**src/rtl/xlat_pkg.sv**
```systemverilog
package xlat_pkg;
  localparam int VA_W  = 32;
  localparam int PA_W  = 30;
  localparam int OFF_W = 12;
  localparam int VPN_W = VA_W - OFF_W;
  localparam int PPN_W = PA_W - OFF_W;
  localparam int PTE_W = 32;
  localparam int PTE_V_BIT = 31;
  localparam int PTE_D_BIT = 30;
  localparam int PTE_R_BIT = 29;
  localparam int PTE_W_BIT = 28;

  typedef struct packed {
    logic             valid;
    logic [VPN_W-1:0] tag;
    logic [PPN_W-1:0] ppn;
    logic             dirty;
    logic             refd;
    logic             wr_ok;
  } ent_t;
endpackage

```
**src/rtl/xlat_match.sv**
```systemverilog
module xlat_match import xlat_pkg::*; #(
  parameter int ENTRIES = 16,
  localparam int IDX_W = $clog2(ENTRIES)
) (
  input  logic [ENTRIES-1:0] valid_i,
  input  logic [VPN_W-1:0]   tag_i [ENTRIES],
  input  logic [VPN_W-1:0]   vpn_i,
  output logic               hit_o,
  output logic [IDX_W-1:0]   idx_o
);
  logic [ENTRIES-1:0] match;

  for (genvar g = 0; g < ENTRIES; g++) begin : g_cmp
    assign match[g] = valid_i[g] && (tag_i[g] == vpn_i);
  end

  always_comb begin
    idx_o = '0;
    for (int i = 0; i < ENTRIES; i++)
      if (match[i]) idx_o = IDX_W'(i);
  end

  assign hit_o = |match;
endmodule

```
**src/rtl/xlat_victim.sv**
```systemverilog
module xlat_victim #(
  parameter int ENTRIES = 16,
  localparam int IDX_W = $clog2(ENTRIES)
) (
  input  logic [ENTRIES-1:0] valid_i,
  input  logic [ENTRIES-1:0] use_i,
  output logic [IDX_W-1:0]   idx_o
);
  logic free_found, old_found;
  logic [IDX_W-1:0] free_idx, old_idx;

  always_comb begin
    free_found = 1'b0;
    old_found  = 1'b0;
    free_idx   = '0;
    old_idx    = '0;
    for (int i = 0; i < ENTRIES; i++) begin
      if (!free_found && !valid_i[i]) begin
        free_idx   = IDX_W'(i);
        free_found = 1'b1;
      end
      if (!old_found && !use_i[i]) begin
        old_idx   = IDX_W'(i);
        old_found = 1'b1;
      end
    end
    idx_o = free_found ? free_idx : old_idx;
  end
endmodule

```
**src/rtl/xlat_age.sv**
```systemverilog
module xlat_age #(
  parameter int ENTRIES = 16,
  localparam int IDX_W = $clog2(ENTRIES)
) (
  input  logic [ENTRIES-1:0] use_i,
  input  logic               touch_i,
  input  logic [IDX_W-1:0]   idx_i,
  output logic [ENTRIES-1:0] use_o
);
  logic [ENTRIES-1:0] marked;

  always_comb begin
    marked = use_i;
    if (touch_i) marked[idx_i] = 1'b1;
    use_o = marked;
    // saturation: keep only the newest
    if (touch_i && (&marked)) begin
      use_o        = '0;
      use_o[idx_i] = 1'b1;
    end
  end
endmodule

```
**src/rtl/xlat_tlb.sv**
```systemverilog
module xlat_tlb import xlat_pkg::*; #(
  parameter int ENTRIES = 16,
  localparam int IDX_W = $clog2(ENTRIES)
) (
  input  logic             clk_i,
  input  logic             rst_ni,
  input  logic             req_valid_i,
  output logic             req_ready_o,
  input  logic [VA_W-1:0]  req_vaddr_i,
  input  logic             req_write_i,
  input  logic [PA_W-1:0]  pt_base_i,
  output logic             rsp_valid_o,
  output logic [PA_W-1:0]  rsp_paddr_o,
  output logic             rsp_hit_o,
  output logic             rsp_page_fault_o,
  output logic             rsp_prot_fault_o,
  output logic             rsp_dirty_o,
  output logic             mem_req_o,
  output logic [PA_W-1:0]  mem_addr_o,
  input  logic             mem_rvalid_i,
  input  logic [PTE_W-1:0] mem_rdata_i
);
  typedef enum logic {S_IDLE, S_WALK} st_t;

  st_t                st_q;
  ent_t               tlb_q [ENTRIES];
  logic [ENTRIES-1:0] use_q, use_d, valid_vec;
  logic [VPN_W-1:0]   tag_arr [ENTRIES];
  logic [VPN_W-1:0]   vpn_q;
  logic [OFF_W-1:0]   off_q;
  logic               wr_q;

  logic               lk_hit;
  logic [IDX_W-1:0]   lk_idx, vic_idx, touch_idx;
  logic               accept, touch_en, fill_ok;
  logic               pte_v, pte_d, pte_w;
  logic [PPN_W-1:0]   pte_ppn;
  ent_t               he;
  logic               hit_wr_ok;

  for (genvar g = 0; g < ENTRIES; g++) begin : g_flat
    assign valid_vec[g] = tlb_q[g].valid;
    assign tag_arr[g]   = tlb_q[g].tag;
  end

  xlat_match #(.ENTRIES(ENTRIES)) u_match (
    .valid_i(valid_vec), .tag_i(tag_arr),
    .vpn_i(req_vaddr_i[VA_W-1:OFF_W]), .hit_o(lk_hit), .idx_o(lk_idx)
  );

  xlat_victim #(.ENTRIES(ENTRIES)) u_victim (
    .valid_i(valid_vec), .use_i(use_q), .idx_o(vic_idx)
  );

  xlat_age #(.ENTRIES(ENTRIES)) u_age (
    .use_i(use_q), .touch_i(touch_en), .idx_i(touch_idx), .use_o(use_d)
  );

  assign req_ready_o = (st_q == S_IDLE);
  assign accept      = req_valid_i && req_ready_o;
  assign mem_req_o   = (st_q == S_WALK);
  assign mem_addr_o  = pt_base_i + {{(PA_W-VPN_W-2){1'b0}}, vpn_q, 2'b00};

  assign pte_v   = mem_rdata_i[PTE_V_BIT];
  assign pte_d   = mem_rdata_i[PTE_D_BIT];
  assign pte_w   = mem_rdata_i[PTE_W_BIT];
  assign pte_ppn = mem_rdata_i[PPN_W-1:0];

  assign he        = tlb_q[lk_idx];
  assign hit_wr_ok = req_write_i && he.wr_ok;
  assign fill_ok   = (st_q == S_WALK) && mem_rvalid_i && pte_v;
  assign touch_en  = (accept && lk_hit) || fill_ok;
  assign touch_idx = (st_q == S_WALK) ? vic_idx : lk_idx;

  logic unused_ok;
  assign unused_ok = ^{mem_rdata_i[PTE_R_BIT], mem_rdata_i[27:PPN_W], he.refd, he.valid, he.tag};

  always_ff @(posedge clk_i or negedge rst_ni) begin
    if (!rst_ni) begin
      st_q             <= S_IDLE;
      use_q            <= '0;
      vpn_q            <= '0;
      off_q            <= '0;
      wr_q             <= 1'b0;
      rsp_valid_o      <= 1'b0;
      rsp_paddr_o      <= '0;
      rsp_hit_o        <= 1'b0;
      rsp_page_fault_o <= 1'b0;
      rsp_prot_fault_o <= 1'b0;
      rsp_dirty_o      <= 1'b0;
      for (int i = 0; i < ENTRIES; i++) tlb_q[i] <= '0;
    end else begin
      rsp_valid_o <= 1'b0;
      use_q       <= use_d;
      unique case (st_q)
        S_IDLE: if (accept) begin
          if (lk_hit) begin
            rsp_valid_o           <= 1'b1;
            rsp_hit_o             <= 1'b1;
            rsp_page_fault_o      <= 1'b0;
            rsp_prot_fault_o      <= req_write_i && !he.wr_ok;
            rsp_paddr_o           <= {he.ppn, req_vaddr_i[OFF_W-1:0]};
            rsp_dirty_o           <= he.dirty || hit_wr_ok;
            tlb_q[lk_idx].refd    <= 1'b1;
            if (hit_wr_ok) tlb_q[lk_idx].dirty <= 1'b1;
          end else begin
            st_q  <= S_WALK;
            vpn_q <= req_vaddr_i[VA_W-1:OFF_W];
            off_q <= req_vaddr_i[OFF_W-1:0];
            wr_q  <= req_write_i;
          end
        end
        S_WALK: if (mem_rvalid_i) begin
          st_q        <= S_IDLE;
          rsp_valid_o <= 1'b1;
          rsp_hit_o   <= 1'b0;
          if (pte_v) begin
            tlb_q[vic_idx]   <= '{valid: 1'b1, tag: vpn_q, ppn: pte_ppn,
                                  dirty: pte_d || (wr_q && pte_w),
                                  refd: 1'b1, wr_ok: pte_w};
            rsp_paddr_o      <= {pte_ppn, off_q};
            rsp_page_fault_o <= 1'b0;
            rsp_prot_fault_o <= wr_q && !pte_w;
            rsp_dirty_o      <= pte_d || (wr_q && pte_w);
          end else begin
            rsp_paddr_o      <= '0;
            rsp_page_fault_o <= 1'b1;
            rsp_prot_fault_o <= 1'b0;
            rsp_dirty_o      <= 1'b0;
          end
        end
        default: st_q <= S_IDLE;
      endcase
    end
  end
endmodule

```
**config.mk**
```make
export PLATFORM = sky130hd
export DESIGN_NAME = xlat_tlb
export DESIGN_NICKNAME = d
export VERILOG_FILES = /design/src/rtl/xlat_pkg.sv /design/src/rtl/xlat_match.sv /design/src/rtl/xlat_victim.sv /design/src/rtl/xlat_age.sv /design/src/rtl/xlat_tlb.sv
export SDC_FILE = /design/constraint.sdc
export NUM_CORES = 2
export LEC_CHECK = 0
export BUFFER_PORTS_ARGS = -buffer_cell sky130_fd_sc_hd__buf_4
export CAP_MARGIN = 20
export CORE_MARGIN = 4
export CORE_UTILIZATION = 67
export CTS_BUF_LIST = sky130_fd_sc_hd__clkbuf_16
export CTS_CLUSTER_DIAMETER = 40
export DETAILED_ROUTE_END_ITERATION = 12
export PLACE_DENSITY = 0.92
export SETUP_SLACK_MARGIN = 0.3
export SLEW_MARGIN = 10
export SYNTH_ARGS = -nofsm -noshare
export SYNTH_HDL_FRONTEND = slang
export SYNTH_SLANG_ARGS = --single-unit
```
**constraint.sdc**
```tcl
create_clock -name clk_i -period 5.5 [get_ports clk_i]
set_input_delay 0.275 -clock clk_i [delete_from_list [all_inputs] [get_ports clk_i]]
set_output_delay 0.275 -clock clk_i [all_outputs]
set_load 0.01 [all_outputs]
```
==> results.sh <==
export IMPL_drive_gt1_share_pct=34.7
export IMPL_floorplan_die_width_um=245
export IMPL_setup_slack_ns=0.561
export IMPL_power_total_mw=16.9
export IMPL_finalSetupViolCount=0
export IMPL_cts_buffer_depth=3
export IMPL_cellPowerDensity_nw_per_um2=392
export IMPL_drc_errors=0
export IMPL_post_synth_mux_area_share_pct=23.7
export IMPL_floorplan_core_area_um2=55400
export IMPL_whs_ns=0.0465
export IMPL_fmax_ghz=0.202
export IMPL_gp_congestion=0.971
export IMPL_synth_area_um2=37700
export IMPL_numCtsBuffers=95
export IMPL_cts_tree="yes"
export IMPL_rsz0062_at_grt="no"
export IMPL_finalHoldViolCount=0
export IMPL_setup_tns_final_ns=0
export IMPL_yosys_warnings=0
export IMPL_via_count_of_the_first_global_routing_pass=31437
export IMPL_period_needed_ns=4.94
export IMPL_root_buffer="clkbuf_16"
export IMPL_drt_total_wl_um=123000
export IMPL_die_h_um=245
export IMPL_run_status="finished clean"
export IMPL_start_util_pct=68.0
export IMPL_total_track_usage_pct=40.5
export IMPL_layout_nets=3378
export IMPL_postRouteAntennaNets=0
export IMPL_core_rowCount=86
export IMPL_grt_start_max_net_pins=173
export IMPL_layout_area_overhead_vs_synth_pct=14.4
export IMPL_postSynthCellCount=3119
export IMPL_clock_transition_time_at_the_flip_flop_clock_pins_of_the_worst_setup_and_hold_paths_ns=0.06
export IMPL_number_of_max_cap_violations=0
export IMPL_detail_routed_net_length_per_standard_cell_um=30.2
export IMPL_synth_fa_ha_area_share_pct=0.718
export IMPL_setup_worst_path_end_class="flop"
export IMPL_dominant_combinational_cell_family_by_area_after_synthesis="multiplexers"
export IMPL_asyncSetResetFlopFracSynth_pct=100
export IMPL_share_of_the_synthesized_area_in_compound_gates_ao_oa_aoi_oai_pct=6.05
export IMPL_hpwl_after_detailed_placement_um=66600
export IMPL_syn_num_nets=3239
export IMPL_cts_sink_count=741
export IMPL_synth_yosys_seq_area_share_pct=49.2
export IMPL_min_path_type="primary input to flop"
export IMPL_ctsHtreeMaxLevel=3
export IMPL_worst_setup_path_start_kind="flop"
export IMPL_routed_via_count=29773
export IMPL_ys_flop_type="dfrtp_1"
export IMPL_p_leak_nw=19.9
export IMPL_number_of_top_level_pins=166
export IMPL_number_of_library_cell_types_mapped_by_synthesis=86
export IMPL_worst_skew_pair_latency_ns=0.67
export IMPL_port_buffer_count=150
export IMPL_fin_crit_sh_pct=89.8
export IMPL_critPathArrivalTime_ns=5.45
export IMPL_max_vdd_ir_drop_v=0.000265
export IMPL_commonest_non_fill_non_tap_cell_in_the_layout="dfrtp_1"
export IMPL_design_die_area_um2=60100
export IMPL_slew_viol_final=0
export IMPL_dr_pass1_iters=8
export IMPL_viasPerCell=7.28
export IMPL_worst_ep_required_time_ns=6.02
export IMPL_post_place_ws_ns=0.859
export IMPL_overflow=0
export IMPL_tightestPinTransition_ns=1.32
export IMPL_average_size_of_a_mapped_cell_um2=12.1
export IMPL_timing_worst_setup_path_type="flop to flop"
export IMPL_grt_pass1_wl_um=187000
export IMPL_fin_util_pct=77.8
export IMPL_skew_ns=0.0362
export IMPL_synthXorXnorAreaFrac_pct=8.04
export IMPL_synth_edf_count=0
export IMPL_crit_path_max_fanout=16
export IMPL_grt_antenna_before_repair=2
export IMPL_layout_common_cells="dfrtp_1 (741), mux2_2 (708), xnor2_1 (219)"
export IMPL_dr_first_iter_drc_count=4265
export IMPL_synth_simple_gate_area_share_pct=9.17
export IMPL_slew_limit_headroom_pct=11.9
export IMPL_synth_seq_cells=741
## worst max-delay path, cell delays in order, from the launching register on
cell and delay (ns):
dfrtp_1 0.39, xnor2_1 0.27, nand4_1 0.15, nor4_1 0.39, nand4_1 0.69, nand4_2 0.60
o41a_1 0.34, buf_4 0.32, a21boi_0 0.23, a21oi_1 0.31, a221o_1 0.59, nor4bb_1 0.40
a21oi_1 0.12
## path summary, 6_finish.rpt
check	cells after the start	end	slack (ns)	start
min	2	tlb_q[348]	0.05	mem_rdata_i[9]
max	12	use_q[5]	0.56	tag_arr[4]
min in group asynchronous	2	tag_arr[108]	0.24	rst_ni
min reg2reg	1	tlb_q[558]	0.50	tlb_q[558]
max in group asynchronous	3	tag_arr[170]	3.80	rst_ni
max reg2reg	12	use_q[5]	0.56	tag_arr[4]
## cell usage after synthesis, drive strengths merged, types with 5 or more instances
cell type | count | area (um2)
nor2b | 7 | 43.8
a21o | 7 | 52.6
xor2 | 121 | 1060
nor4b | 12 | 111
o21ai | 63 | 315
a21boi | 9 | 67.6
and2 | 11 | 68.8
nor4 | 49 | 349
a21oi | 71 | 359
ha | 20 | 250
a211oi | 44 | 330
o31ai | 10 | 80.1
and3 | 17 | 106
nor2 | 120 | 450
nor3 | 27 | 135
mux2i | 97 | 971
a221oi | 18 | 158
o41ai | 21 | 191
nor3b | 11 | 82.6
a32oi | 5 | 43.8
xnor2 | 222 | 1970
nand4 | 100 | 638
o22ai | 6 | 51.3
nand2 | 136 | 510
buf | 87 | 576
mux2 | 708 | 7970
and4 | 14 | 123
or3 | 9 | 56.3
inv | 24 | 90.1
nand3 | 67 | 335
a41oi | 13 | 129
dfrtp | 741 | 18500
or2 | 20 | 125
a31oi | 21 | 131
o211ai | 8 | 65.1
or3b | 6 | 55.1
a211o | 5 | 43.8
nand2b | 12 | 75.1
nand3b | 10 | 75.1
clkbuf | 128 | 480
## registers in the layout (all words and copies together) (netlist names)
name / flops
off_q: 12
rsp_prot_fault_o: 1
use_q: 16
tlb_q: 336
tag_arr: 320
rsp_hit_o: 1
rsp_page_fault_o: 1
wr_q: 1
mem_req_o: 1
rsp_paddr_o: 30
rsp_dirty_o: 1
rsp_valid_o: 1
vpn_q: 20
## cell type report
cell class,count,area (um2)
flip-flops and latches,741,18500
multi-input cells,2138,18100
fillers,2832,12300
clock buffers,96,2400
repair buffers,257,2110
well taps,748,936
clock inverters,82,906
inverters,25,93.8
diodes,3,7.51
## per-layer routing
layer | vias up | part of all wire (%) | global-route usage (%)
met5 | - | 0.079 | 1.14
met4 | 2 | 7.6 | 26.9
li1 | 11586 | - | -
met1 | 14614 | 34 | 49.8
met3 | 856 | 14 | 13.5
met2 | 2715 | 45 | 61.2
## per-stage QoR
| stage | instance area, um2 | instances |
|---|---|---|
| floorplan | 37700 | 3119 |
| global placement | 39400 | 3876 |
| detailed placement | 39400 | 3876 |
| CTS | 43100 | 4086 |
| global route | 43100 | 4089 |
| finish | 43100 | 4090 |
## where the power goes
group	internal [mW]	switching, mW
registers	6.26	0.670
logic	1.49	1.93
clock network	3.90	2.64
## logic make-up (layout without fill, tap and decap cells)
logic type / count (synthesis) / count (layout)
multiplexers: 805 / 805
flip-flops: 741 / 741
AND/OR/NAND/NOR: 640 / 640
XOR/XNOR: 343 / 343
AO/OA/AOI/OAI: 329 / 329
buffers and inverters: 240 / 460
adder cells (fa/ha/maj): 21 / 21
other: 0 / 3
## timing repair
action | 4_1_cts | 5_1_grt
buffers inserted | 0 | 0
hold buffers | 32 | 0
resized for setup | 0 | 1
endpoints found under the hold margin | 256 | 0
endpoints found under the setup margin | 0 | 4
Power figures use the tool's default switching activity.
